File: src/rtl/hld_pkg.sv
package hld_pkg;

    localparam int HLD_CNT_W = 8;

    typedef enum logic {
        PH_LOW  = 1'b0,
        PH_HIGH = 1'b1
    } phase_e;

endpackage

File: src/rtl/hld_settings.sv
module hld_settings #(
    parameter int W      = 8,
    parameter int RST_HI = 1,
    parameter int RST_LO = 1
) (
    input  logic         clk_i,
    input  logic         rst_ni,
    input  logic         load_i,
    input  logic [W-1:0] hi_i,
    input  logic [W-1:0] lo_i,
    input  logic         byp_i,
    input  logic         odd_i,
    input  logic         boundary_i,
    output logic [W-1:0] act_hi_o,
    output logic [W-1:0] act_lo_o,
    output logic         act_byp_o,
    output logic         act_odd_o
);

    typedef struct packed {
        logic [W-1:0] hi;
        logic [W-1:0] lo;
        logic         byp;
        logic         odd;
    } cfg_t;

    typedef struct packed {
        cfg_t shd;
        cfg_t act;
    } st_t;

    st_t q, d;

    always_comb begin
        d = q;
        // Boundary reads the shadow as it was before this edge's load.
        if (boundary_i) begin
            d.act = q.shd;
        end
        if (load_i) begin
            d.shd.hi  = (hi_i == '0) ? W'(1) : hi_i;
            d.shd.lo  = (lo_i == '0) ? W'(1) : lo_i;
            d.shd.byp = byp_i;
            d.shd.odd = odd_i;
        end
    end

    always_ff @(posedge clk_i or negedge rst_ni) begin
        if (!rst_ni) begin
            q.shd.hi  <= W'(RST_HI);
            q.shd.lo  <= W'(RST_LO);
            q.shd.byp <= 1'b0;
            q.shd.odd <= 1'b0;
            q.act.hi  <= W'(RST_HI);
            q.act.lo  <= W'(RST_LO);
            q.act.byp <= 1'b0;
            q.act.odd <= 1'b0;
        end else begin
            q <= d;
        end
    end

    assign act_hi_o  = q.act.hi;
    assign act_lo_o  = q.act.lo;
    assign act_byp_o = q.act.byp;
    assign act_odd_o = q.act.odd;

    assert_hold_until_boundary_R5: assert property (@(posedge clk_i) disable iff (!rst_ni)
        !boundary_i |=> $stable(q.act));

    assert_counts_nonzero_R4: assert property (@(posedge clk_i) disable iff (!rst_ni)
        (q.act.hi != '0) && (q.act.lo != '0));

endmodule

File: src/rtl/hld_counter.sv
module hld_counter #(
    parameter int W = 8
) (
    input  logic         clk_i,
    input  logic         rst_ni,
    input  logic [W-1:0] act_hi_i,
    input  logic [W-1:0] act_lo_i,
    input  logic         act_byp_i,
    output logic         boundary_o,
    output logic         high_o,
    output logic         last_high_o
);

    import hld_pkg::*;

    typedef struct packed {
        phase_e       ph;
        logic [W-1:0] cnt;
    } st_t;

    st_t q, d;
    logic lo_done;
    logic hi_done;

    always_comb begin
        lo_done    = (q.ph == PH_LOW)  && (q.cnt >= (act_lo_i - W'(1)));
        hi_done    = (q.ph == PH_HIGH) && (q.cnt >= (act_hi_i - W'(1)));
        boundary_o = act_byp_i || lo_done;
        d          = q;
        if (boundary_o) begin
            d.ph  = PH_HIGH;
            d.cnt = '0;
        end else if (hi_done) begin
            d.ph  = PH_LOW;
            d.cnt = '0;
        end else begin
            d.cnt = q.cnt + W'(1);
        end
    end

    always_ff @(posedge clk_i or negedge rst_ni) begin
        if (!rst_ni) begin
            q.ph  <= PH_LOW;
            q.cnt <= '0;
        end else begin
            q <= d;
        end
    end

    assign high_o      = (q.ph == PH_HIGH);
    assign last_high_o = hi_done;

    assert_high_cnt_in_range_R1: assert property (@(posedge clk_i) disable iff (!rst_ni)
        (q.ph == PH_HIGH) |-> (q.cnt < act_hi_i));

    assert_low_cnt_in_range_R1: assert property (@(posedge clk_i) disable iff (!rst_ni)
        (q.ph == PH_LOW) |-> (q.cnt < act_lo_i));

endmodule

File: src/rtl/hld_trim.sv
module hld_trim (
    input  logic clk_i,
    input  logic rst_ni,
    input  logic act_byp_i,
    input  logic act_odd_i,
    input  logic high_i,
    input  logic last_high_i,
    output logic clk_o
);

    typedef struct packed {
        logic cut;
    } st_t;

    st_t q, d;

    always_comb begin
        d     = q;
        d.cut = act_odd_i && !act_byp_i && last_high_i;
    end

    // Falling-edge register: ends the high part half a cycle early.
    always_ff @(negedge clk_i or negedge rst_ni) begin
        if (!rst_ni) begin
            q <= '0;
        end else begin
            q <= d;
        end
    end

    assign clk_o = act_byp_i ? clk_i : (high_i && !q.cut);

    assert_trim_only_in_odd_R2: assert property (@(posedge clk_i) disable iff (!rst_ni)
        q.cut |-> (act_odd_i && !act_byp_i && high_i));

endmodule

File: src/rtl/hl_clk_divider.sv
module hl_clk_divider #(
    parameter int CNT_W  = hld_pkg::HLD_CNT_W,
    parameter int RST_HI = 1,
    parameter int RST_LO = 1
) (
    input  logic             clk_i,
    input  logic             rst_ni,
    input  logic             load_i,
    input  logic [CNT_W-1:0] high_cnt_i,
    input  logic [CNT_W-1:0] low_cnt_i,
    input  logic             bypass_i,
    input  logic             odd_i,
    output logic             clk_o
);

    logic [CNT_W-1:0] act_hi;
    logic [CNT_W-1:0] act_lo;
    logic             act_byp;
    logic             act_odd;
    logic             boundary;
    logic             high;
    logic             last_high;

    hld_settings #(.W(CNT_W), .RST_HI(RST_HI), .RST_LO(RST_LO)) u_settings (
        .clk_i      (clk_i),
        .rst_ni     (rst_ni),
        .load_i     (load_i),
        .hi_i       (high_cnt_i),
        .lo_i       (low_cnt_i),
        .byp_i      (bypass_i),
        .odd_i      (odd_i),
        .boundary_i (boundary),
        .act_hi_o   (act_hi),
        .act_lo_o   (act_lo),
        .act_byp_o  (act_byp),
        .act_odd_o  (act_odd)
    );

    hld_counter #(.W(CNT_W)) u_counter (
        .clk_i       (clk_i),
        .rst_ni      (rst_ni),
        .act_hi_i    (act_hi),
        .act_lo_i    (act_lo),
        .act_byp_i   (act_byp),
        .boundary_o  (boundary),
        .high_o      (high),
        .last_high_o (last_high)
    );

    hld_trim u_trim (
        .clk_i       (clk_i),
        .rst_ni      (rst_ni),
        .act_byp_i   (act_byp),
        .act_odd_i   (act_odd),
        .high_i      (high),
        .last_high_i (last_high),
        .clk_o       (clk_o)
    );

    assert_bypass_change_at_start_R7: assert property (@(posedge clk_i) disable iff (!rst_ni)
        (act_byp != $past(act_byp)) |-> high);

endmodule

File: config.mk
export PLATFORM = sky130hd
export DESIGN_NAME = hl_clk_divider
export DESIGN_NICKNAME = d
export VERILOG_FILES = /design/src/rtl/hld_pkg.sv /design/src/rtl/hld_settings.sv /design/src/rtl/hld_counter.sv /design/src/rtl/hld_trim.sv /design/src/rtl/hl_clk_divider.sv
export SDC_FILE = /design/constraint.sdc
export NUM_CORES = 1
export LEC_CHECK = 0
export ABC_AREA = 0
export BUFFER_PORTS_ARGS = -buffer_cell sky130_fd_sc_hd__buf_2
export CORE_ASPECT_RATIO = 0.5
export CORE_UTILIZATION = 59
export CTS_CLUSTER_DIAMETER = 100
export DETAILED_ROUTE_END_ITERATION = 7
export GPL_TIMING_DRIVEN = 0
export PLACE_DENSITY = 0.9
export SLEW_MARGIN = 10
export SYNTH_ARGS = -nofsm -noshare
export SYNTH_HDL_FRONTEND = slang
export SYNTH_SLANG_ARGS = --single-unit
File: constraint.sdc
create_clock -name clk_i -period 3.55 [get_ports clk_i]
set_clock_uncertainty 0.15 [all_clocks]
set_input_delay 0 -clock clk_i [delete_from_list [all_inputs] [get_ports clk_i]]
set_output_delay 0 -clock clk_i [all_outputs]
set_load 0.01 [all_outputs]
==> results of run 1 <==
[per-layer routing]
| metal | GRT usage | part of all wire | vias up | wire, um |
|---|---|---|---|---|
| li1 | - | - | 819 | - |
| met1 | 0.305 | 0.41 | 936 | 2540 |
| met2 | 0.459 | 0.49 | 87 | 3080 |
| met3 | 0.0873 | 0.061 | 27 | 379 |
| met4 | 0.126 | 0.036 | 0 | 223 |
| met5 | 0 | 0 | - | 0 |
[final timing paths]
| kind | from | end | slack, ns | depth (start not counted) |
|---|---|---|---|---|
| setup / recovery | u_settings.act_hi_o[3] | u_trim.q | -0.75 | 8 |
| hold / removal | load_i | u_settings.q[34] | 0.03 | 2 |
| max in group asynchronous | rst_ni | u_trim.q | 0.85 | 2 |
| hold reg to reg | u_settings.q[19] | u_settings.act_byp_o | 0.34 | 1 |
| setup reg to reg | u_settings.act_hi_o[3] | u_trim.q | -0.75 | 8 |
| min in group asynchronous | rst_ni | u_counter.high_o | 0.13 | 2 |
[through the flow]
stage | utilization | hold slack (ns) | std cells
detailed placement | 0.669 | 0.0459 | 269
global route | 0.802 | 0.0481 | 308
CTS | 0.775 | 0.00399 | 306
finish | 0.802 | 0.0265 | 308
global placement | 0.669 | 0.0363 | 269
floorplan | - | -0.446 | 195
[repair_timing]
item	CTS	global route
buffers inserted	5	2
endpoints found under the setup margin	1	1
cloned	0	0
hold endpoints to repair	59	0
pin swaps	3	7
resized for setup	3	15
hold buffers	21	0
[registers in the layout, summed over array words and instances (netlist names)]
name / flops
u_settings.q: 18
u_counter.q: 8
u_settings.act_hi_o: 8
u_settings.act_lo_o: 8
u_counter.high_o: 1
u_settings.act_byp_o: 1
u_settings.act_odd_o: 1
u_trim.q: 1
[area by class of cell]
type                    instances  area [um^2]
clock buffers                   9          115
repair buffers                 47          358
plain buffers                   4         35.0
inverters                       6         22.5
fillers                       176          781
multi-input cells             139         1360
flip-flops and latches         46         1160
well taps                      54         67.6
clock inverters                 3         43.8
[report_power, final]
| group | switching (mW) | internal (mW) | leakage (nW) |
|---|---|---|---|
| Sequential | 0.0134 | 0.546 | 0.576 |
| Clock | 0.204 | 0.283 | 0.0882 |
| Combinational | 0.0323 | 0.0425 | 0.830 |
| Total | 0.250 | 0.871 | 1.49 |
[logic make-up after synthesis]
family          count (synthesis)  synth area share
simple gates                   51             0.118
flops                          46             0.473
mux                            33             0.167
fa+ha+maj                      19            0.0972
compound gates                 18            0.0573
xor+xnor                       18            0.0644
buf+inv                        10            0.0235
[layout by cell type, fill, tap and decap left out, types with 8 or more instances in the layout]
| master | instances |
|---|---|
| dlygate4sd3_1 | 21 |
| dfrtp_1 | 40 |
| ha_1 | 16 |
| mux2_2 | 23 |
| xnor2_1 | 10 |
| buf_4 | 8 |
| clkbuf_8 | 8 |
| buf_2 | 20 |
| mux2_4 | 10 |
| nor3_1 | 12 |
==> run_results.csv, run 1 <==
group,metric,value,unit
global_route,grt_pass1_vias,1729,
synthesis,synth_area_leaders,"dfrtp_1 (42%), mux2_2 (11%), ha_1 (9.7%)",
worst_setup_path,startpoint_type,"flop",
worst_setup_path,critPathMaxFanout,3,
floorplan,rows,16,
final_layout,drive_gt1_frac,0.386,
floorplan,initial_core_util,0.620,
global_route,grt_use_total,0.261,
synthesis,async_flop_share,1.00,
global_route,grt_pass1_wl,8.14,mm
place,dpl.hpwl,3.27,mm
synthesis,syn_area_per_cell,12.5,um^2
detailed_routing,route.detailed.drc,0,
timing,slew-limit-headroom,0.352,
worst_setup_path,crit_family,"simple AND/OR/NAND/NOR gates",
final_layout,area_growth,29.3,%
synthesis,synthCells,195,
place,pre_cts_ws,-0.560,ns
timing,hold_violations,0,
synthesis,syn_nets,235,
global_route,grt.overflow.total,0,
place,gp_congestion,0.763,
floorplan,core_area,3940,um^2
worst_setup_path,slowest_delay,0.42,ns
global_route,grt_max_degree,47,
power_and_ir_drop,peakVddDrop,0.316,mV
synthesis,yosysWarnings,0,
synthesis,synthFlopType,"dfrtp_1",
detailed_routing,antenna_left,0,
timing,worst_slack,-0.753,ns
hold_path,hp-class,"in -> reg",
synthesis,ys_top_cells_by_count,"dfrtp_1 (41), mux2_2 (23), ha_1 (19)",
synthesis,seq_area_frac_synth,0.473,
synthesis,yosysUniqueCellTypes,34,
detailed_routing,viasPerCell,6.07,
synthesis,synth-seq-cells,46,
floorplan,die_y,47.5,um
place,place_area,2640,um^2
detailed_routing,drt-total-wl,6.22,mm
worst_setup_path,slowest_stage,"dfrtp_1",
timing,slew_viol_final,0,
synthesis,yosysTopAreaCellShare,0.419,
worst_setup_path,critPathKind,"reg -> reg",
timing,worst_pin_slew,0.972,ns
worst_setup_path,cp_num_buf_inv,1,
clock_tree,clk_pin_slew,0.09,ns
place,io_buffers,20,
synthesis,synth-edff-count,0,
power_and_ir_drop,p_leak,1.49,nW
clock_tree,cts_tree,"yes",
synthesis,syn_area,2450,um^2
timing,tns,-0.753,ns
power_and_ir_drop,p_per_area,354,nW/um^2
power_and_ir_drop,p_total,1.12,mW
detailed_routing,dr.pass1.iters,4,
synthesis,yosysMostFrequentCell,"dfrtp_1",
detailed_routing,drt_iter0_drc,116,
worst_setup_path,worstPathArrival,2.65,ns
final_layout,n_antenna_cell,0,
flow_run,timing.max_cap.violations,0,
clock_tree,insertion_delay,0.41,ns
detailed_routing,avgRoutedWirePerCell,20.2,um
timing,setup_viol,1,
final_layout,fin_nets,293,
detailed_routing,vias,1869,
outcome,violations,"negative setup slack",
floorplan,die-area,4420,um^2
final_layout,fin_area,3160,um^2
outcome,status,"finished with violations",
worst_setup_path,worstSetupEndpointType,"flop",
worst_setup_path,crit_chain,"buf_4 > nor2_1 > nor4b_1 > xnor2_1 > ha_1 > nand3_1 > o21bai_4 > and4_1",
timing,rsz0062_at_grt,"true",
synthesis,yosysTopAreaCell,"dfrtp_1",
floorplan,dieWidth,93.1,um
global_route,antenna_found_initial,0,
floorplan,pin_count,22,
worst_setup_path,crit_required,1.90,ns
(Power assumes the default switching activity.)
==> run 2: changes to the inputs <==
- SKIP_CTS_REPAIR_TIMING: unset -> 1
==> run 2 against run 1 <==
Net effect: the flow still finishes with violations (negative setup slack); first-iteration DRC count fell by 59%; power decreased by 0.77%; via count is 10% lower; sequential cell count unchanged; register-to-register slack gained 0.21 ns; worst setup slack improved by 0.21 ns; global-route usage down 4.0 points; core utilization down 3.7 points; cell count is 2.3% lower.
==> run_results.csv, run 2 (same netlist as run 1, synthesis figures left out) <==
group,metric,value,unit
timing,rsz0062_at_grt,"true",
worst_setup_path,cpMostUsedCell,"ha_4",
timing,setup_viol,1,
global_route,use_met3,0.0714,
worst_setup_path,worstPathArrival,2.44,ns
power_and_ir_drop,clkPwrFrac,0.435,
floorplan,rows,16,
hold_path,hp-class,"in -> reg",
global_route,grt_pass1_vias,1481,
place,pre_cts_ws,-0.560,ns
global_route,met2_usage,0.362,
floorplan,die-area,4420,um^2
worst_setup_path,slowest_delay,0.58,ns
place,io_buffers,20,
detailed_routing,drt-total-wl,4.83,mm
global_route,grt_use_total,0.221,
final_layout,drive_gt1_frac,0.332,
detailed_routing,vias,1673,
timing,slew_viol_final,0,
floorplan,die_y,47.5,um
detailed_routing,route.detailed.drc,0,
clock_tree,insertion_delay,0.41,ns
worst_setup_path,critPathMaxFanout,5,
timing,tns,-0.541,ns
global_route,antenna_found_initial,0,
floorplan,dieWidth,93.1,um
floorplan,core_area,3940,um^2
power_and_ir_drop,p_leak,1.44,nW
final_layout,nFillCells,215,
final_layout,mostFrequentLayoutCells,"dfrtp_1 (41), mux2_2 (23), dlygate4sd3_1 (21)",
worst_setup_path,critPathKind,"reg -> reg",
power_and_ir_drop,p_sw,242,uW
floorplan,pin_count,22,
global_route,met1_usage,0.282,
clock_tree,cts_tree,"yes",
timing,hold_slack,0.00749,ns
timing,hold_violations,0,
timing,worst_slack,-0.541,ns
detailed_routing,dr.pass1.iters,4,
worst_setup_path,crit_required,1.89,ns
detailed_routing,avgRoutedWirePerCell,16.0,um
flow_run,timing.max_cap.violations,0,
worst_setup_path,startpoint_type,"flop",
floorplan,initial_core_util,0.620,
worst_setup_path,crit_family,"compound AO/OA/AOI/OAI gates",
outcome,violations,"negative setup slack",
timing,worst_pin_slew,0.986,ns
worst_setup_path,crit_chain,"inv_2 > ha_4 > ha_4 > a2111o_1 > a31oi_1 > o21bai_1 > and4_1",
worst_setup_path,cp_num_buf_inv,1,
detailed_routing,viasPerCell,5.56,
power_and_ir_drop,p_int,871,uW
power_and_ir_drop,combPwrFrac,0.064,
power_and_ir_drop,p_per_area,369,nW/um^2
timing,slew-limit-headroom,0.342,
power_and_ir_drop,pwr-share-seq,0.501,
place,dpl.hpwl,3.27,mm
global_route,grt_max_degree,47,
detailed_routing,drt_iter0_drc,47,
final_layout,layout_commonest_cell,"dfrtp_1",
final_layout,fin_nets,286,
global_route,grt_pass1_wl,6.93,mm
final_layout,area_growth,23.3,%
worst_setup_path,slowest_stage,"dfstp_2",
global_route,busiest_layer,"met2",
final_layout,largest_register,"u_settings.q",
power_and_ir_drop,peakVddDrop,0.300,mV
final_layout,largest_reg_flops,18,
detailed_routing,antenna_left,0,
clock_tree,clk_pin_slew,0.09,ns
outcome,status,"finished with violations",
worst_setup_path,worstSetupEndpointType,"flop",
power_and_ir_drop,switching_share,0.217,
place,gp_congestion,0.763,
global_route,grt.overflow.total,0,
final_layout,n_antenna_cell,0,
power_and_ir_drop,p_total,1.11,mW
final_layout,utilization,0.765,
==> run 2: area by class of cell <==
class / count / area [um^2] / area share
Multi-Input combinational cell: 139 / 1270 / 0.421
Sequential cell: 46 / 1160 / 0.383
Clock inverter: 3 / 43.8 / 0.0145
Tap cell: 54 / 67.6 / 0.0224
Inverter: 6 / 22.5 / 0.00747
Timing Repair Buffer: 40 / 305 / 0.101
Clock buffer: 9 / 115 / 0.0382
Buffer: 4 / 35.0 / 0.0116
==> run 2: stage by stage <==
step / cell area, um^2 / cells
6_report: 3020 / 301
5_1_grt: 3020 / 301
4_1_cts: 2790 / 280
3_5_place_dp: 2640 / 269
3_3_place_gp: 2640 / 269
2_1_floorplan: 2470 / 195
==> run 2: power by group through the flow <==
stage	registers, mW	logic (mW)	clock network, mW
CTS	0.557	0.0521	0.488
global route	0.560	0.0798	0.517
finish	0.557	0.0714	0.483
==> run 2: path summary, 6_finish.rpt <==
| path | slack (ns) | depth (start not counted) | endpoint | startpoint |
|---|---|---|---|---|
| worst max-delay path | -0.54 | 7 | u_trim.q | u_settings.act_hi_o[0] |
| worst min-delay path | 0.007 | 2 | u_settings.q[26] | load_i |
| worst max register to register | -0.54 | 7 | u_trim.q | u_settings.act_hi_o[0] |
| worst min register to register | 0.34 | 1 | u_settings.act_byp_o | u_settings.q[19] |
| max in group asynchronous | 0.84 | 2 | u_trim.q | rst_ni |
| min in group asynchronous | 0.14 | 2 | u_counter.high_o | rst_ni |
==> run 2: per-layer routing <==
| metal | up-vias | wire, um |
|---|---|---|
| li1 | 809 | - |
| met1 | 830 | 2250 |
| met2 | 25 | 2350 |
| met3 | 9 | 173 |
| met4 | 0 | 53 |
| met5 | - | 0 |
==> run 3: changes to the inputs <==
- CORE_ASPECT_RATIO: 0.5 -> 1.2
==> run 3 against run 2 <==
Net effect: global-route usage grew 4.3 points; sequential power is essentially flat; register-to-register slack got worse by 0.06 ns; largest power group unchanged; critical path depth rose by 1; the flow still finishes with violations (negative setup slack); critical path type unchanged.
==> run_results.csv, run 3 (same netlist as run 1, synthesis figures left out) <==
group,metric,value,unit
detailed_routing,avgRoutedWirePerCell,19.5,um
final_layout,area_growth,25.9,%
clock_tree,clk_pin_slew,0.10,ns
final_layout,nFillCells,228,
floorplan,rows,25,
clock_tree,cts_tree,"yes",
final_layout,largest_reg_flops,18,
final_layout,multi_input_area,1300,um^2
timing,hold_violations,0,
detailed_routing,viasPerCell,5.94,
power_and_ir_drop,p_leak,1.48,nW
final_layout,n_antenna_cell,0,
final_layout,fin_nets,293,
worst_setup_path,startpoint_type,"flop",
outcome,violations,"negative setup slack",
power_and_ir_drop,p_total,1.06,mW
timing,slew_viol_final,0,
power_and_ir_drop,p_per_area,345,nW/um^2
timing,tns,-0.603,ns
place,dp_cells,269,
worst_setup_path,crit_family,"simple AND/OR/NAND/NOR gates",
worst_setup_path,cpMostUsedCell,"nand2_1",
worst_setup_path,worstSetupEndpointType,"flop",
floorplan,initial_core_util,0.621,
worst_setup_path,critPathMaxFanout,3,
worst_setup_path,slowest_stage,"dfrtp_1",
final_layout,mostFrequentLayoutCells,"dfrtp_1 (40), mux2_2 (23), dlygate4sd3_1 (21)",
place,io_buffers,20,
final_layout,drive_gt1_frac,0.366,
hold_path,hp-class,"in -> reg",
worst_setup_path,critPathKind,"reg -> reg",
place,gp_congestion,0.808,
detailed_routing,drt_iter0_drc,146,
detailed_routing,drt-total-wl,6.02,mm
detailed_routing,route.detailed.drc,0,
place,dpl.hpwl,3.57,mm
place,pre_cts_ws,-0.588,ns
power_and_ir_drop,peakVddDrop,0.426,mV
global_route,grt.overflow.total,0,
timing,setup_viol,1,
place,place_area,2640,um^2
floorplan,die_y,72.5,um
timing,worst_pin_slew,0.988,ns
final_layout,register_area,1160,um^2
worst_setup_path,crit_required,1.91,ns
worst_setup_path,cp_num_buf_inv,0,
clock_tree,insertion_delay,0.42,ns
flow_run,timing.max_cap.violations,0,
global_route,grt_pass1_wl,8.28,mm
global_route,antenna_found_initial,0,
timing,rsz0062_at_grt,"true",
worst_setup_path,worstPathArrival,2.51,ns
detailed_routing,vias,1831,
timing,slew-limit-headroom,0.341,
floorplan,core_area,3940,um^2
global_route,grt_max_degree,47,
detailed_routing,antenna_left,0,
final_layout,layout_commonest_cell,"dfrtp_1",
global_route,grt_use_total,0.264,
floorplan,dieWidth,60.8,um
worst_setup_path,slowest_delay,0.44,ns
final_layout,largest_register,"u_settings.q",
timing,worst_slack,-0.603,ns
global_route,grt_pass1_vias,1818,
detailed_routing,dr.pass1.iters,4,
worst_setup_path,crit_chain,"nor4_4 > nand2_1 > xor2_1 > ha_1 > a21oi_2 > nand2_1 > o21bai_2 > and4_1",
timing,hold_slack,0.00354,ns
floorplan,pin_count,22,
final_layout,fin_cells,308,
final_layout,utilization,0.781,
floorplan,die-area,4410,um^2
final_layout,fin_area,3080,um^2
outcome,status,"finished with violations",
[run 3: final timing paths]
path,from,endpoint,slack [ns],depth (start not counted)
max in group asynchronous,rst_ni,u_trim.q,0.84,2
hold reg to reg,u_settings.q[19],u_settings.act_byp_o,0.34,1
min in group asynchronous,rst_ni,u_counter.q[6],0.12,2
hold / removal,load_i,u_settings.q[21],0.004,2
setup reg to reg,u_settings.act_hi_o[5],u_trim.q,-0.60,8
setup / recovery,u_settings.act_hi_o[5],u_trim.q,-0.60,8
[run 3: layer usage]
layer / vias up / track usage / routed length, um
met1: 930 / 0.309 / 2280
li1: 818 / - / -
met4: 0 / 0.124 / 122
met2: 66 / 0.442 / 3330
met3: 17 / 0.0713 / 281
met5: - / 0 / 0
[run 3: worst register-to-register path: stages (launching register included)]
cell,delay (ns)
dfrtp_1,0.44
nor4_4,0.33
nand2_1,0.11
xor2_1,0.19
ha_1,0.36
a21oi_2,0.18
nand2_1,0.08
o21bai_2,0.21
and4_1,0.20
[run 3: cell type report]
class / instances / area share
buffer: 4 / 0.0114
clock buffer: 9 / 0.0374
clock inverter: 3 / 0.00894
inverter: 6 / 0.00731
multi-input combinational: 139 / 0.421
sequential: 46 / 0.376
tap: 54 / 0.0219
timing repair buffer: 47 / 0.116
[run 3: where the power goes]
group | internal [mW] | switching (mW) | total (mW)
combinational | 0.0425 | 0.0312 | 0.0737
clock | 0.217 | 0.215 | 0.432
sequential | 0.546 | 0.0120 | 0.558
